===== src/rtl/ctx_save_pkg.sv =====
package ctx_save_pkg;

    localparam int RAND_BLKS      = 1;
    localparam int STICKY_BLKS    = 2;
    localparam int KEY_ENTRIES    = 16;
    localparam int BLKS_PER_KEY   = 4;
    localparam int KTAB_BLKS      = KEY_ENTRIES * BLKS_PER_KEY;
    localparam int RSA_BLKS       = 64;
    localparam int PK_STICKY_BLKS = 1;
    localparam int PK_KEY_BLKS    = 512;
    localparam int PAD_BLKS       = 1;
    localparam int PATTERN_BLKS   = 1;

    typedef enum logic [3:0] {
        SEC_NONE      = 4'd0,
        SEC_RANDOM    = 4'd1,
        SEC_STICKY    = 4'd2,
        SEC_KEY       = 4'd3,
        SEC_IV_ORIG   = 4'd4,
        SEC_IV_UPD    = 4'd5,
        SEC_RSA       = 4'd6,
        SEC_PK_STICKY = 4'd7,
        SEC_PK_KEY    = 4'd8,
        SEC_PAD       = 4'd9,
        SEC_PATTERN   = 4'd15
    } sect_e;

    typedef enum logic [2:0] {
        CMD_ABORT      = 3'd0,
        CMD_START      = 3'd1,
        CMD_RESTART    = 3'd2,
        CMD_CTX_SAVE   = 3'd3,
        CMD_RESTART_IN = 3'd4
    } cmd_e;

    typedef enum logic [2:0] {
        RA_AUTO   = 3'd0,
        RA_OP     = 3'd1,
        RA_STATUS = 3'd2,
        RA_INTR   = 3'd3,
        RA_ERR    = 3'd4
    } reg_word_e;

    typedef enum logic [0:0] {
        ST_IDLE   = 1'b0,
        ST_STREAM = 1'b1
    } seq_state_e;

    function automatic int layout_blocks(bit ext);
        int n;
        n = RAND_BLKS + STICKY_BLKS + KTAB_BLKS + RSA_BLKS + PAD_BLKS + PATTERN_BLKS;
        if (ext) n = n + PK_STICKY_BLKS + PK_KEY_BLKS;
        return n;
    endfunction

endpackage


===== src/rtl/ctx_lfsr.sv =====
module ctx_lfsr #(
    parameter int         W    = 32,
    parameter logic [W-1:0] TAPS = 32'h8020_0003,
    parameter logic [W-1:0] SEED = 32'h1357_9BDF
) (
    input  logic         clk,
    input  logic         rst_n,
    output logic [W-1:0] value
);

    always_ff @(posedge clk) begin
        if (!rst_n) begin
            value <= SEED;
        end else begin
            value <= {value[W-2:0], 1'b0} ^ (value[W-1] ? TAPS : '0);
        end
    end

endmodule


===== src/rtl/ctx_layout.sv =====
module ctx_layout import ctx_save_pkg::*; #(
    parameter bit EXTENDED = 1'b0,
    parameter int IW       = 8
) (
    input  logic [IW-1:0] idx,
    output sect_e         tag,
    output logic [15:0]   sub
);

    localparam int O_STICKY = RAND_BLKS;
    localparam int O_KTAB   = O_STICKY + STICKY_BLKS;
    localparam int O_RSA    = O_KTAB + KTAB_BLKS;
    localparam int O_TAIL   = O_RSA + RSA_BLKS;
    localparam int O_PKS    = O_TAIL;
    localparam int O_PKK    = O_PKS + PK_STICKY_BLKS;
    localparam int O_PAD    = EXTENDED ? (O_PKK + PK_KEY_BLKS) : O_TAIL;
    localparam int O_PAT    = O_PAD + PAD_BLKS;

    int   pos;
    logic pk_hit;
    sect_e pk_tag;
    logic [15:0] pk_sub;

    assign pos = int'(idx);

    generate
        if (EXTENDED) begin : g_pk
            always_comb begin
                pk_hit = (pos >= O_PKS) && (pos < O_PAD);
                if (pos < O_PKK) begin
                    pk_tag = SEC_PK_STICKY;
                    pk_sub = 16'(pos - O_PKS);
                end else begin
                    pk_tag = SEC_PK_KEY;
                    pk_sub = 16'(pos - O_PKK);
                end
            end
        end else begin : g_nopk
            assign pk_hit = 1'b0;
            assign pk_tag = SEC_NONE;
            assign pk_sub = 16'd0;
        end
    endgenerate

    always_comb begin
        tag = SEC_NONE;
        sub = 16'd0;
        if (pos < O_STICKY) begin
            tag = SEC_RANDOM;
        end else if (pos < O_KTAB) begin
            tag = SEC_STICKY;
            sub = 16'(pos - O_STICKY);
        end else if (pos < O_RSA) begin
            sub = 16'(pos - O_KTAB);
            unique case (sub[1:0])
                2'd0, 2'd1: tag = SEC_KEY;
                2'd2:       tag = SEC_IV_ORIG;
                default:    tag = SEC_IV_UPD;
            endcase
        end else if (pos < O_TAIL) begin
            tag = SEC_RSA;
            sub = 16'(pos - O_RSA);
        end else if (pk_hit) begin
            tag = pk_tag;
            sub = pk_sub;
        end else if (pos < O_PAT) begin
            tag = SEC_PAD;
            sub = 16'(pos - O_PAD);
        end else begin
            tag = SEC_PATTERN;
        end
    end

endmodule


===== src/rtl/ctx_regs.sv =====
module ctx_regs import ctx_save_pkg::*; #(
    parameter int CW = 10
) (
    input  logic        clk,
    input  logic        rst_n,
    input  logic        wr_en,
    input  logic [2:0]  addr,
    input  logic [31:0] wdata,
    input  logic        busy,
    input  logic        blk_accept,
    input  logic        save_done,
    input  logic        reject,
    output logic        enable,
    output logic [31:0] rdata
);

    logic          en_q;
    logic          lock_q;
    logic [CW-1:0] cnt_q;
    logic          done_q;
    logic          err_q;
    logic          wr_auto, wr_intr, wr_err;

    assign wr_auto = wr_en && (addr == RA_AUTO);
    assign wr_intr = wr_en && (addr == RA_INTR);
    assign wr_err  = wr_en && (addr == RA_ERR);
    assign enable  = en_q;

    always_ff @(posedge clk) begin
        if (!rst_n) begin
            en_q   <= 1'b0;
            lock_q <= 1'b0;
            cnt_q  <= '0;
            done_q <= 1'b0;
            err_q  <= 1'b0;
        end else begin
            if (wr_auto) begin
                if (!lock_q)  en_q   <= wdata[0];
                if (wdata[8]) lock_q <= 1'b1;
            end
            if (blk_accept) cnt_q <= cnt_q + 1'b1;
            if (save_done)                done_q <= 1'b1;
            else if (wr_intr && wdata[4]) done_q <= 1'b0;
            if (reject)                   err_q  <= 1'b1;
            else if (wr_err && wdata[0])  err_q  <= 1'b0;
        end
    end

    always_comb begin
        rdata = 32'd0;
        case (addr)
            RA_AUTO: begin
                rdata[0]     = en_q;
                rdata[8]     = lock_q;
                rdata[25:16] = 10'(cnt_q);
            end
            RA_STATUS: rdata[1:0] = {1'b0, busy};
            RA_INTR:   rdata[4]   = done_q;
            RA_ERR:    rdata[0]   = err_q;
            default:   rdata      = 32'd0;
        endcase
    end

    AST_LOCK_STICKY: assert property (@(posedge clk) disable iff (!rst_n)
        lock_q |=> lock_q);
    AST_LOCKED_EN_STABLE: assert property (@(posedge clk) disable iff (!rst_n)
        lock_q |=> $stable(en_q));
    AST_CNT_STEP: assert property (@(posedge clk) disable iff (!rst_n)
        blk_accept |=> (cnt_q == $past(cnt_q) + 1'b1));
    AST_CNT_HOLD: assert property (@(posedge clk) disable iff (!rst_n)
        !blk_accept |=> $stable(cnt_q));
    AST_DONE_ON_FINISH: assert property (@(posedge clk) disable iff (!rst_n)
        save_done |=> done_q);

endmodule


===== src/rtl/ctx_save_seq.sv =====
module ctx_save_seq import ctx_save_pkg::*; #(
    parameter bit             EXTENDED      = 1'b0,
    parameter int             AW            = 32,
    parameter logic [AW-1:0]  BASE_ADDR     = 32'h4000_0000,
    parameter logic [127:0]   KNOWN_PATTERN = 128'h0F1E2D3C_4B5A6978_8796A5B4_C3D2E1F0,
    parameter int             CW            = 10
) (
    input  logic          clk,
    input  logic          rst_n,
    input  logic          reg_wr,
    input  logic [2:0]    reg_addr,
    input  logic [31:0]   reg_wdata,
    output logic [31:0]   reg_rdata,
    output logic          mem_valid,
    input  logic          mem_ready,
    output logic [AW-1:0] mem_addr,
    output logic [127:0]  mem_data
);

    localparam int TOTAL = layout_blocks(EXTENDED);
    localparam int IW    = $clog2(TOTAL);
    localparam logic [IW-1:0] LAST_IDX = IW'(TOTAL - 1);

    seq_state_e    state_q, state_d;
    logic [IW-1:0] idx_q, idx_d;
    logic [31:0]   rnd_q, rnd_live;
    logic          enable, busy, blk_accept, save_done;
    logic          save_req, start, reject;
    sect_e         tag;
    logic [15:0]   sub;
    logic [15:0]   gidx;

    ctx_lfsr u_lfsr (
        .clk   (clk),
        .rst_n (rst_n),
        .value (rnd_live)
    );

    ctx_layout #(.EXTENDED(EXTENDED), .IW(IW)) u_layout (
        .idx (idx_q),
        .tag (tag),
        .sub (sub)
    );

    ctx_regs #(.CW(CW)) u_regs (
        .clk        (clk),
        .rst_n      (rst_n),
        .wr_en      (reg_wr),
        .addr       (reg_addr),
        .wdata      (reg_wdata),
        .busy       (busy),
        .blk_accept (blk_accept),
        .save_done  (save_done),
        .reject     (reject),
        .enable     (enable),
        .rdata      (reg_rdata)
    );

    assign save_req = reg_wr && (reg_addr == RA_OP) && (reg_wdata[2:0] == CMD_CTX_SAVE);
    assign start    = save_req && enable && (state_q == ST_IDLE);
    assign reject   = save_req && !start;

    // state register
    always_ff @(posedge clk) begin
        if (!rst_n) begin
            state_q <= ST_IDLE;
            idx_q   <= '0;
            rnd_q   <= '0;
        end else begin
            state_q <= state_d;
            idx_q   <= idx_d;
            if (start) rnd_q <= rnd_live;
        end
    end

    // next state
    always_comb begin
        state_d = state_q;
        idx_d   = idx_q;
        unique case (state_q)
            ST_IDLE: begin
                if (start) begin
                    state_d = ST_STREAM;
                    idx_d   = '0;
                end
            end
            ST_STREAM: begin
                if (mem_ready) begin
                    if (idx_q == LAST_IDX) begin
                        state_d = ST_IDLE;
                        idx_d   = '0;
                    end else begin
                        idx_d = idx_q + 1'b1;
                    end
                end
            end
            default: state_d = ST_IDLE;
        endcase
    end

    // outputs
    always_comb begin
        mem_valid  = 1'b0;
        busy       = 1'b0;
        blk_accept = 1'b0;
        save_done  = 1'b0;
        unique case (state_q)
            ST_IDLE: begin
                mem_valid = 1'b0;
            end
            ST_STREAM: begin
                mem_valid  = 1'b1;
                busy       = 1'b1;
                blk_accept = mem_ready;
                save_done  = mem_ready && (idx_q == LAST_IDX);
            end
            default: mem_valid = 1'b0;
        endcase
    end

    assign gidx     = 16'(idx_q);
    assign mem_addr = BASE_ADDR + (AW'(idx_q) << 4);

    always_comb begin
        if (tag == SEC_PATTERN) begin
            mem_data = KNOWN_PATTERN;
        end else if (tag == SEC_RANDOM) begin
            mem_data = {4'h0, tag, sub, 8'h00, rnd_q, ~rnd_q, rnd_q ^ 32'h5A5A_5A5A};
        end else begin
            mem_data = {4'h0, tag, sub, 8'h00, {6{gidx}}};
        end
    end

    AST_HOLD_ON_STALL: assert property (@(posedge clk) disable iff (!rst_n)
        (mem_valid && !mem_ready) |=> (mem_valid && $stable(mem_addr) && $stable(mem_data)));
    AST_DISABLED_NO_START: assert property (@(posedge clk) disable iff (!rst_n)
        (save_req && !enable && !mem_valid) |=> !mem_valid);

endmodule


===== config.mk =====
export PLATFORM = sky130hd
export DESIGN_NAME = ctx_save_seq
export DESIGN_NICKNAME = d
export VERILOG_FILES = /design/src/rtl/ctx_save_pkg.sv /design/src/rtl/ctx_lfsr.sv /design/src/rtl/ctx_layout.sv /design/src/rtl/ctx_regs.sv /design/src/rtl/ctx_save_seq.sv
export SDC_FILE = /design/constraint.sdc
export NUM_CORES = 1
export LEC_CHECK = 0
export ABC_CLOCK_PERIOD_IN_PS = 4100
export BUFFER_PORTS_ARGS = -buffer_cell sky130_fd_sc_hd__buf_2
export CAP_MARGIN = 40
export CORE_ASPECT_RATIO = 0.5
export CORE_UTILIZATION = 50
export DETAILED_ROUTE_END_ITERATION = 10
export PLACE_DENSITY = 0.83
export SYNTH_ARGS = -nofsm -noshare
export SYNTH_HDL_FRONTEND = slang
export SYNTH_SLANG_ARGS = --single-unit

===== constraint.sdc =====
create_clock -name clk -period 4.1 [get_ports clk]
set_clock_uncertainty 0.15 [all_clocks]
set_input_delay 0.41 -clock clk [delete_from_list [all_inputs] [get_ports clk]]
set_output_delay 0.41 -clock clk [all_outputs]
set_load 0.05 [all_outputs]

Yosys cells after proc, flatten, opt, wreduce, memory -nomap -nowiden:

Index checks and enable logic that the tools add are counted.

* word-level logic and storage cells: 92
* register bits after elaboration: 87

* $add $sub $neg: 7
* reductions and logical operators: 20
* bitwise operators: 5
* mux-type cells: 34
* order comparisons: 5
* equal/unequal tests: 12

Operator list (count)
* $mux W124: 1
* $mux W96: 1
* $mux W16: 5
* $add A31 B12 Y32 const A: 1
* $mux W32: 1
* $not A32 Y32: 1
* $xor A32 B32 Y32: 1
* $mux W8: 3
* $lt A8 B8 Y1 const B: 2
* $mux W4: 4
* $not A16 Y16: 1
* $pmux W8 S2: 1
* $mux W1: 12
* $logic_and A1 B1 Y1: 11
* $add A10 B1 Y10 const B: 1
* $mux W10: 1
* $eq A3 B2 Y1 const B: 3
* $sub A8 B1 Y9 const B: 1
* $sub A8 B2 Y9 const B: 1
* $sub A8 B7 Y9 const B: 1
* $sub A8 B8 Y9 const B: 1
* $add A8 B1 Y8 const B: 1
* $eq A8 B8 Y1 const B: 1
* $lt A8 B1 Y1 const B: 1
* other kinds (20): 26

Logic depth before layout (Yosys ltp):

Gate-level depths: netlist (run 1).

* depth in word-level cells: 10
* mapped depth: 8
* depth with buffers taken out: 6

By module:

A second synthesis (run 1) with hierarchy kept.

* cells, all modules: 685
* area total of the unflattened synthesis: 5213.8 µm²

Modules (own cells, without submodules)
* ctx_save_seq: seq. area each 820.8 µm², instances 1, cells each 421, area each 2921.6 µm²
* ctx_lfsr: seq. area each 640.6 µm², instances 1, cells each 70, area each 879.6 µm²
* ctx_regs: seq. area each 280.3 µm², instances 1, cells each 106, area each 868.3 µm²
* ctx_layout: seq. area each 0.0 µm², instances 1, cells each 88, area each 544.3 µm²

Worst setup path after synthesis (run 1):

OpenSTA, ideal clock, no wires.

* path kind: flip-flop to output port
* start: register idx_q[1]
* end: output port mem_data[114]
* data arrival time: 3.385 ns
* path buffers: 2
* cell stages (with the launch flop): 7
* slack: 0.155 ns
* path through: dfxtp_1 buf_2 and2_1 mux2_2 a2bb2oi_1 o31ai_1 buf_4

* longest elaborated chain between the ends: 9

RTL lines
* from (decl): line ctx_save_seq.sv:25 `logic [IW-1:0] idx_q, idx_d;`
* from (signal assigned): line ctx_save_seq.sv:71 `idx_q <= idx_d;`
* $sub A8 B2 Y9: line ctx_layout.sv:54 `sub = 16'(pos - O_KTAB);`
* $eq A2 B1 Y1 or $logic_not A2 Y1 (tied branches): line ctx_layout.sv:55 `unique case (sub[1:0])`
* $reduce_or A2 Y1: line ctx_layout.sv:55
* $pmux W3 S2: line ctx_layout.sv:55
* $mux W4: line ctx_layout.sv:53 `end else if (pos < O_RSA) begin`
* $mux W4: line ctx_layout.sv:50 `end else if (pos < O_KTAB) begin`
* $mux W4: line ctx_layout.sv:48 `if (pos < O_STICKY) begin`
* $eq A4 B4 Y1: line ctx_save_seq.sv:125 `if (tag == SEC_PATTERN) begin`
* $mux W124 (*): line ctx_save_seq.sv:125
* to (decl): line ctx_save_seq.sv:17 `output logic [127:0] mem_data`

Every way passes the cells marked *; elsewhere a longest branch is shown, timed or not.

Final worst setup path (run 1):

* start: register idx_q[0]
* end: output port mem_data[114]

Same word-level chain as after synthesis.

==> metrics, run 1 <==
transition at the pin with the smallest max-transition slack 837.1 ps; Peak VDD IR between 0.0002 and 0.00025 V; initial antenna violation count 0; wire length of the first global-routing pass 18450 microns; sort of element at the start of the critical path flop; cell type with the highest aggregate area in the netlist dfxtp_1; worst hold path class in -> reg; worst setup path class reg -> out; r2r setup slk about 1600 ps; timing endpoint of the critical path mem_data[114]; detailed-route wire length between 10000 and 15000 microns; data required time of the critical path ~3500 ps; final count of negative-setup-slack endpoints 0; Highest Clock Rate slightly below 300 MHz; switching part of the total 0.2516; cell-internal power around 0.0013 W; cell with the most instances after synthesis nand2_1; clk slew on worst S/H paths approximately 60 ps; total standard cell area after synthesis 4965 sq um; Floorplan Core Area ~9500 sq um; launching instance or port of the critical path idx_q[0]; most used flip-flop cell after synthesis dfxtp_1; number of enable flip-flop cells after synthesis 0; area of all placed cells without fillers 5607 sq um; worst flop-to-flop path startpoint idx_q[0]; Period Utilization, post-route 0.8379; buffer count from post-CTS setup fixing 0; H-tree level count 3; leakage dissipation approximately 2.6 nW; status completed; P_sw between 0.0004 and 0.0005 W; Final Non-Filler Cells a little under 900; PortBufs ~150; part of the total power dissipated in combinational logic 0.087; clock latency on the worst-skew pair ~330 ps; number of global-route vias before repair 3766; largest net degree at the start of global routing 82; cts repair resizes 0; #FFs+latches synth 87; max incr delay on CP ~740 ps; arrival time worst endpoint 2880 ps; die boundary height about 72 microns; Final ANT Viol Nets 0; root buffer cell clkbuf_16; worst reg-to-reg path cell count 6; area growth from synthesis to layout 12.93%; Clk network pwr share 0.419; Critical Path End Type output pin; clock tree from TritonCTS yes; Max-slew headroom 0.4412; total gr overflow 0; count of fill cells added during filler insertion between 800 and 900; slowest stage cell on the critical path dfxtp_1; minimum clock period after layout approximately 3400 ps; fraction of the yosys area taken by sequential cells 0.3508; Starting Density 0.5204; area of combinational cells with multiple inputs 2556 sq um; I/O Pins roughly 230; cell area after placement between 5000 and 6000 sq um; post-route total power about 0.0018 W; power per unit of standard cell area roughly 320 nW/um^2; layout cells sized above 1 0.2571; overall die area between 10000 and 15000 sq um; detailed router's first-iteration violation count 351; Commonest cells post-synth nand2_1, dfxtp_1, buf_4, nor2_1, a21boi_0; synthesized netlist cell count ~640; ordered list of cells on the worst path and2_1 -> mux2_2 -> a2bb2oi_1 -> o31ai_1 -> buf_2; chip width around 140 microns; hold violation total from the final report 0; number of cell rows 25; CTS Buf Count 9; Vias about 4400; mean cell area of the mapped netlist ~7.8 sq um; async set-reset flop share out of synthesis 0; share of Yosys cell area claimed by the top area cell type 0.3508; Avg WL per Cell approximately 13 microns; first drt pass iteration count 5; count of inserted antenna diode cells 0; number of vias per cell around 5.0; library cells used by synthesis 60; number of nets in the layout ~770; max-slew violation count 0; Total Routing Usage GR 0.2263; number of cells in the design after placement around 850; RSZ-0062 raised after global routing no; largest buffer count on any clock path 2; setup tns final 0 ps; proportion of power drawn by flip-flops and latches 0.494; Worst Path Max Fanout 16; RePlAce Congestion 0.7952; post-detail-place hpwl approximately 8000 microns; drt drc 0; synth top area cells dfxtp_1, buf_4, nand2_1; number of hold-repair buffers added at the cts stage 0; Crit Reg-Reg Endpoint idx_q[3]; Max Cap Viol 0; sequential cell area approximately 1700 sq um; synthesis warning total 0; clock net sink count 87; utilization of the core after routing 0.5877
-- worst min path at each step --
stage          cells past startpoint              from          endpoint
6_report                           3      reg_wdata[8]     u_regs.lock_q
5_1_grt                            3      reg_wdata[8]     u_regs.lock_q
4_1_cts                            3      reg_wdata[8]     u_regs.lock_q
3_5_place_dp                       1   u_lfsr.value[5]   u_lfsr.value[6]
3_3_place_gp                       1  u_lfsr.value[10]  u_lfsr.value[11]
2_1_floorplan                      1  u_lfsr.value[10]  u_lfsr.value[11]
-- per-layer routing --
metal	vias up	wire [microns]	track usage
met2	146	5790	0.3864
met4	0	142	0.08961
met3	12	666	0.03300
met5	-	0	0
li1	2155	-	-
met1	2074	5143	0.2911
-- cell families after synthesis --
group	count (synthesis)	synth area share
flip-flops	87	0.3508
other	2	0.001513
XOR/XNOR	15	0.02646
AO/OA/AOI/OAI	117	0.1603
adder cells (fa/ha/maj)	4	0.01008
buffers and inverters	136	0.1721
AND/OR/NAND/NOR	272	0.2704
multiplexers	4	0.008317
-- layout make-up --
type,instances,area share
clock buffers,12,0.04575
clock inverters,4,0.003571
inverters,5,0.003347
multi-input cells,464,0.4559
flip-flops and latches,87,0.3106
well taps,135,0.03013
repair buffers,163,0.1506
-- cells in the final DEF (no fill, tap or decap), types with 11 or more instances in the layout --
master | Yosys | routed
a21oi_1 | 15 | 15
dfxtp_1 | 87 | 87
and3_1 | 14 | 14
and2_1 | 34 | 34
nor2_1 | 40 | 40
a21boi_0 | 35 | 35
nand2_1 | 117 | 117
nand2b_1 | 19 | 19
xnor2_1 | 13 | 13
buf_2 | 14 | 153
o21ai_0 | 27 | 27
conb_1 | 2 | 52
nand3_1 | 11 | 11
-- state kept, by name, summed over array words and instances (netlist names) --
signal	cells
u_lfsr.value	32
state_q	1
u_regs.err_q	1
u_regs.done_q	1
u_regs.lock_q	1
idx_q	8
rnd_q	32
u_regs.cnt_q	10
u_regs.enable	1
-- power by group through the flow --
| stage | registers (W) | logic, W | clock network [W] |
|---|---|---|---|
| floorplan | 0.000890 | 0.000179 | 0 |
| global placement | 0.000894 | 0.000151 | 0 |
| detailed placement | 0.000894 | 0.000153 | 0 |
| CTS | 0.000876 | 0.000154 | 0.000756 |
| global route | 0.000878 | 0.000164 | 0.000790 |
| finish | 0.000877 | 0.000155 | 0.000744 |
-- per-stage QoR --
stage	hold WS (ps)	setup WS, ps
4_1_cts	186.3	675.8
6_report	191.1	664.5
3_5_place_dp	272.6	1058
5_1_grt	206.0	422.0
2_1_floorplan	260.7	154.8
3_3_place_gp	265.4	1097
-- worst max-delay path, delay by kind of cell (launching register included) --
| kind | cells | cell delay (ps) |
|---|---|---|
| simple gates | 1 | 550 |
| mux | 1 | 390 |
| compound gates | 2 | 530 |
| flops | 1 | 740 |
| buf+inv | 1 | 340 |
Note: power is estimated with default switching activity, not from simulation.
==> inputs of run 2 (changes only) <==
--- a/config.mk
+++ b/config.mk
@@ -5,13 +5,13 @@
 export SDC_FILE = /design/constraint.sdc
 export NUM_CORES = 1
 export LEC_CHECK = 0
-export ABC_CLOCK_PERIOD_IN_PS = 4100
+export ABC_CLOCK_PERIOD_IN_PS = 3200
 export BUFFER_PORTS_ARGS = -buffer_cell sky130_fd_sc_hd__buf_2
 export CAP_MARGIN = 40
 export CORE_ASPECT_RATIO = 0.5
-export CORE_UTILIZATION = 50
+export CORE_UTILIZATION = 47
 export DETAILED_ROUTE_END_ITERATION = 10
-export PLACE_DENSITY = 0.83
+export PLACE_DENSITY = 0.79
 export SYNTH_ARGS = -nofsm -noshare
 export SYNTH_HDL_FRONTEND = slang
 export SYNTH_SLANG_ARGS = --single-unit
==> constraint.sdc (replaced) <==
create_clock -name clk -period 3.2 [get_ports clk]
set_clock_uncertainty 0.15 [all_clocks]
set_input_delay 0.32 -clock clk [delete_from_list [all_inputs] [get_ports clk]]
set_output_delay 0.32 -clock clk [all_outputs]
set_load 0.05 [all_outputs]
==> metrics, run 2 (synthesis results as in run 1) <==
capture endpoint of the worst hold path u_regs.lock_q; sequential cell area 1743 sq um (about the same); Total Routing Usage GR 0.2121 (-0.01412); drt drc 0 (unchanged); placement-stage worst setup slack 449.9 ps (-608.5 ps); r2r setup slk 780 ps (-850 ps); I/O Pins 232 (unchanged); arrival time worst endpoint 2510 ps (-370 ps); post-detail-place hpwl 8430 microns (+2.9%); worst reg-to-reg path cell count 6 (unchanged); P_sw 0.0006109 W (+37%); RSZ-0062 raised after global routing no; count of fill cells added during filler insertion 947 (+9.0%); worst setup path class reg -> out; Starting Density 0.4845 (-0.03590); largest buffer count on any clock path 2 (unchanged); detailed router's first-iteration violation count 245 (-30%); transition at the pin with the smallest max-transition slack 737.5 ps (-99.65 ps); total gr overflow 0 (unchanged); most common cell after layout, fill and taps aside buf_2; worst hold margin 101.4 ps (-89.72 ps); Max Cap Viol 0 (unchanged); Worst Path Max Fanout 23 (+7); H-tree level count 3 (unchanged); largest net degree at the start of global routing 80 (-2.4%); first drt pass iteration count 4 (-1); minimum clock period after layout 2975 ps; die boundary height 74.68 microns (+3.1%); clk slew on worst S/H paths 60 ps (about the same); part of the total power dissipated in combinational logic 0.087 (about the same); PortBufs 152 (unchanged); Avg WL per Cell 13.48 microns (-0.12%); RePlAce Congestion 0.8249 (+3.7%); Max-slew headroom 0.5061 (+0.06490); max-slew violation count 0 (unchanged); number of cell rows 26 (+4.0%); clock latency on the worst-skew pair 340 ps (about the same); Worst Hold Path Cells 3 (unchanged); launching instance or port of the critical path idx_q[3]; most used cells in the layout excluding fill and tap cells buf_2, nand2_1, dfxtp_1; clock tree from TritonCTS yes; Highest Clock Rate 336.1 MHz; data required time of the critical path 2730 ps (-810 ps); number of hold-repair buffers added at the cts stage 0 (unchanged); cts repair resizes 0 (unchanged); smallest setup slack after layout 224.8 ps (-439.7 ps); cell-internal power 0.001672 W (+26%); utilization of the core after routing 0.5573 (-0.03041); leakage dissipation 2.662 nW (+0.79%); root buffer cell clkbuf_16; initial antenna violation count 0 (unchanged); post-route total power 0.002282 W (+29%); overall die area 11000 sq um (+6.3%); final count of negative-setup-slack endpoints 0 (unchanged); layout cells sized above 1 0.2811 (+0.02394); area growth from synthesis to layout 15.02%; worst flop-to-flop path startpoint idx_q[1]; count of inserted antenna diode cells 0 (unchanged); Hold Startpoint reg_wdata[8]; Clk network pwr share 0.421 (+0.002); Vias 4391 (+0.091%); switching part of the total 0.2676 (+0.01603); proportion of power drawn by flip-flops and latches 0.492 (-0.002); number of nets in the layout 778 (+0.65%); wire length of the first global-routing pass 18340 microns (-0.60%); clock net sink count 87 (unchanged); buffer count from post-CTS setup fixing 0 (unchanged); number of vias per cell 4.990 (-1.0%); sort of element at the start of the critical path flop; chip width 147.4 microns (+3.1%); Critical Path End Type output pin; hold violation total from the final report 0 (unchanged); power per unit of standard cell area 399.7 nW/um^2 (+26%); Period Utilization, post-route 0.9297; worst hold path class in -> reg; Peak VDD IR 0.0002609 V (+12%); largest registers rnd_q x32, u_lfsr.value x32, u_regs.cnt_q x10; status completed; Final ANT Viol Nets 0 (unchanged); CTS Buf Count 9 (unchanged); area of combinational cells with multiple inputs 2613 sq um (+2.2%); number of global-route vias before repair 3699 (-1.8%); Floorplan Core Area 10250 sq um (+7.4%); detailed-route wire length 11860 microns (+1.0%); Crit Reg-Reg Endpoint idx_q[5]
-- run 2: critical path, stage by stage, from the launching register on --
cell and delay (ps):
dfxtp_1 350, buf_4 200, nor4_2 270, buf_4 260, and2_1 240, buf_4 310
a21oi_1 130, nor2_2 110, buf_2 290
-- run 2: through the flow --
stage / cells / setup TNS [ps] / area, sq um
after floorplan: 687 / -628.8 / 5202
after global placement: 864 / 0 / 5423
after detailed placement: 864 / 0 / 5423
after CTS: 880 / 0 / 5703
after global routing: 880 / 0 / 5710
final: 880 / 0 / 5710
-- run 2: area by class of cell --
type | count | share of cell area
repair buffers | 168 | 0.1543
inverters | 5 | 0.003287
clock inverters | 7 | 0.009641
well taps | 140 | 0.03067
multi-input cells | 464 | 0.4575
clock buffers | 9 | 0.03944
flip-flops and latches | 87 | 0.3052
-- run 2: power by group through the flow --
stage	registers [W]	logic (W)	clock network (W)
4_1_cts	0.00112	0.000197	0.000981
3_3_place_gp	0.00115	0.000195	0
5_1_grt	0.00112	0.000210	0.00103
6_report	0.00112	0.000199	0.000961
3_5_place_dp	0.00115	0.000197	0
2_1_floorplan	0.00114	0.000229	0
-- run 2: metal layers --
metal,part of all wire,GRT usage,vias to the layer above
li1,-,-,2168
met3,0.054,0.04121,12
met2,0.48,0.3595,154
met5,0,0,-
met1,0.46,0.2793,2057
met4,0.0091,0.06644,0
-- run 2: worst max-delay path by stage --
stage / endpoint / slack [ps] / cells after the start
after global routing: mem_data[16] / 60 / 8
after floorplan: mem_data[52] / -310 / 6
final: mem_data[64] / 220 / 8
after detailed placement: mem_data[106] / 450 / 5
after global placement: mem_data[52] / 530 / 5
after CTS: mem_data[106] / 90 / 5
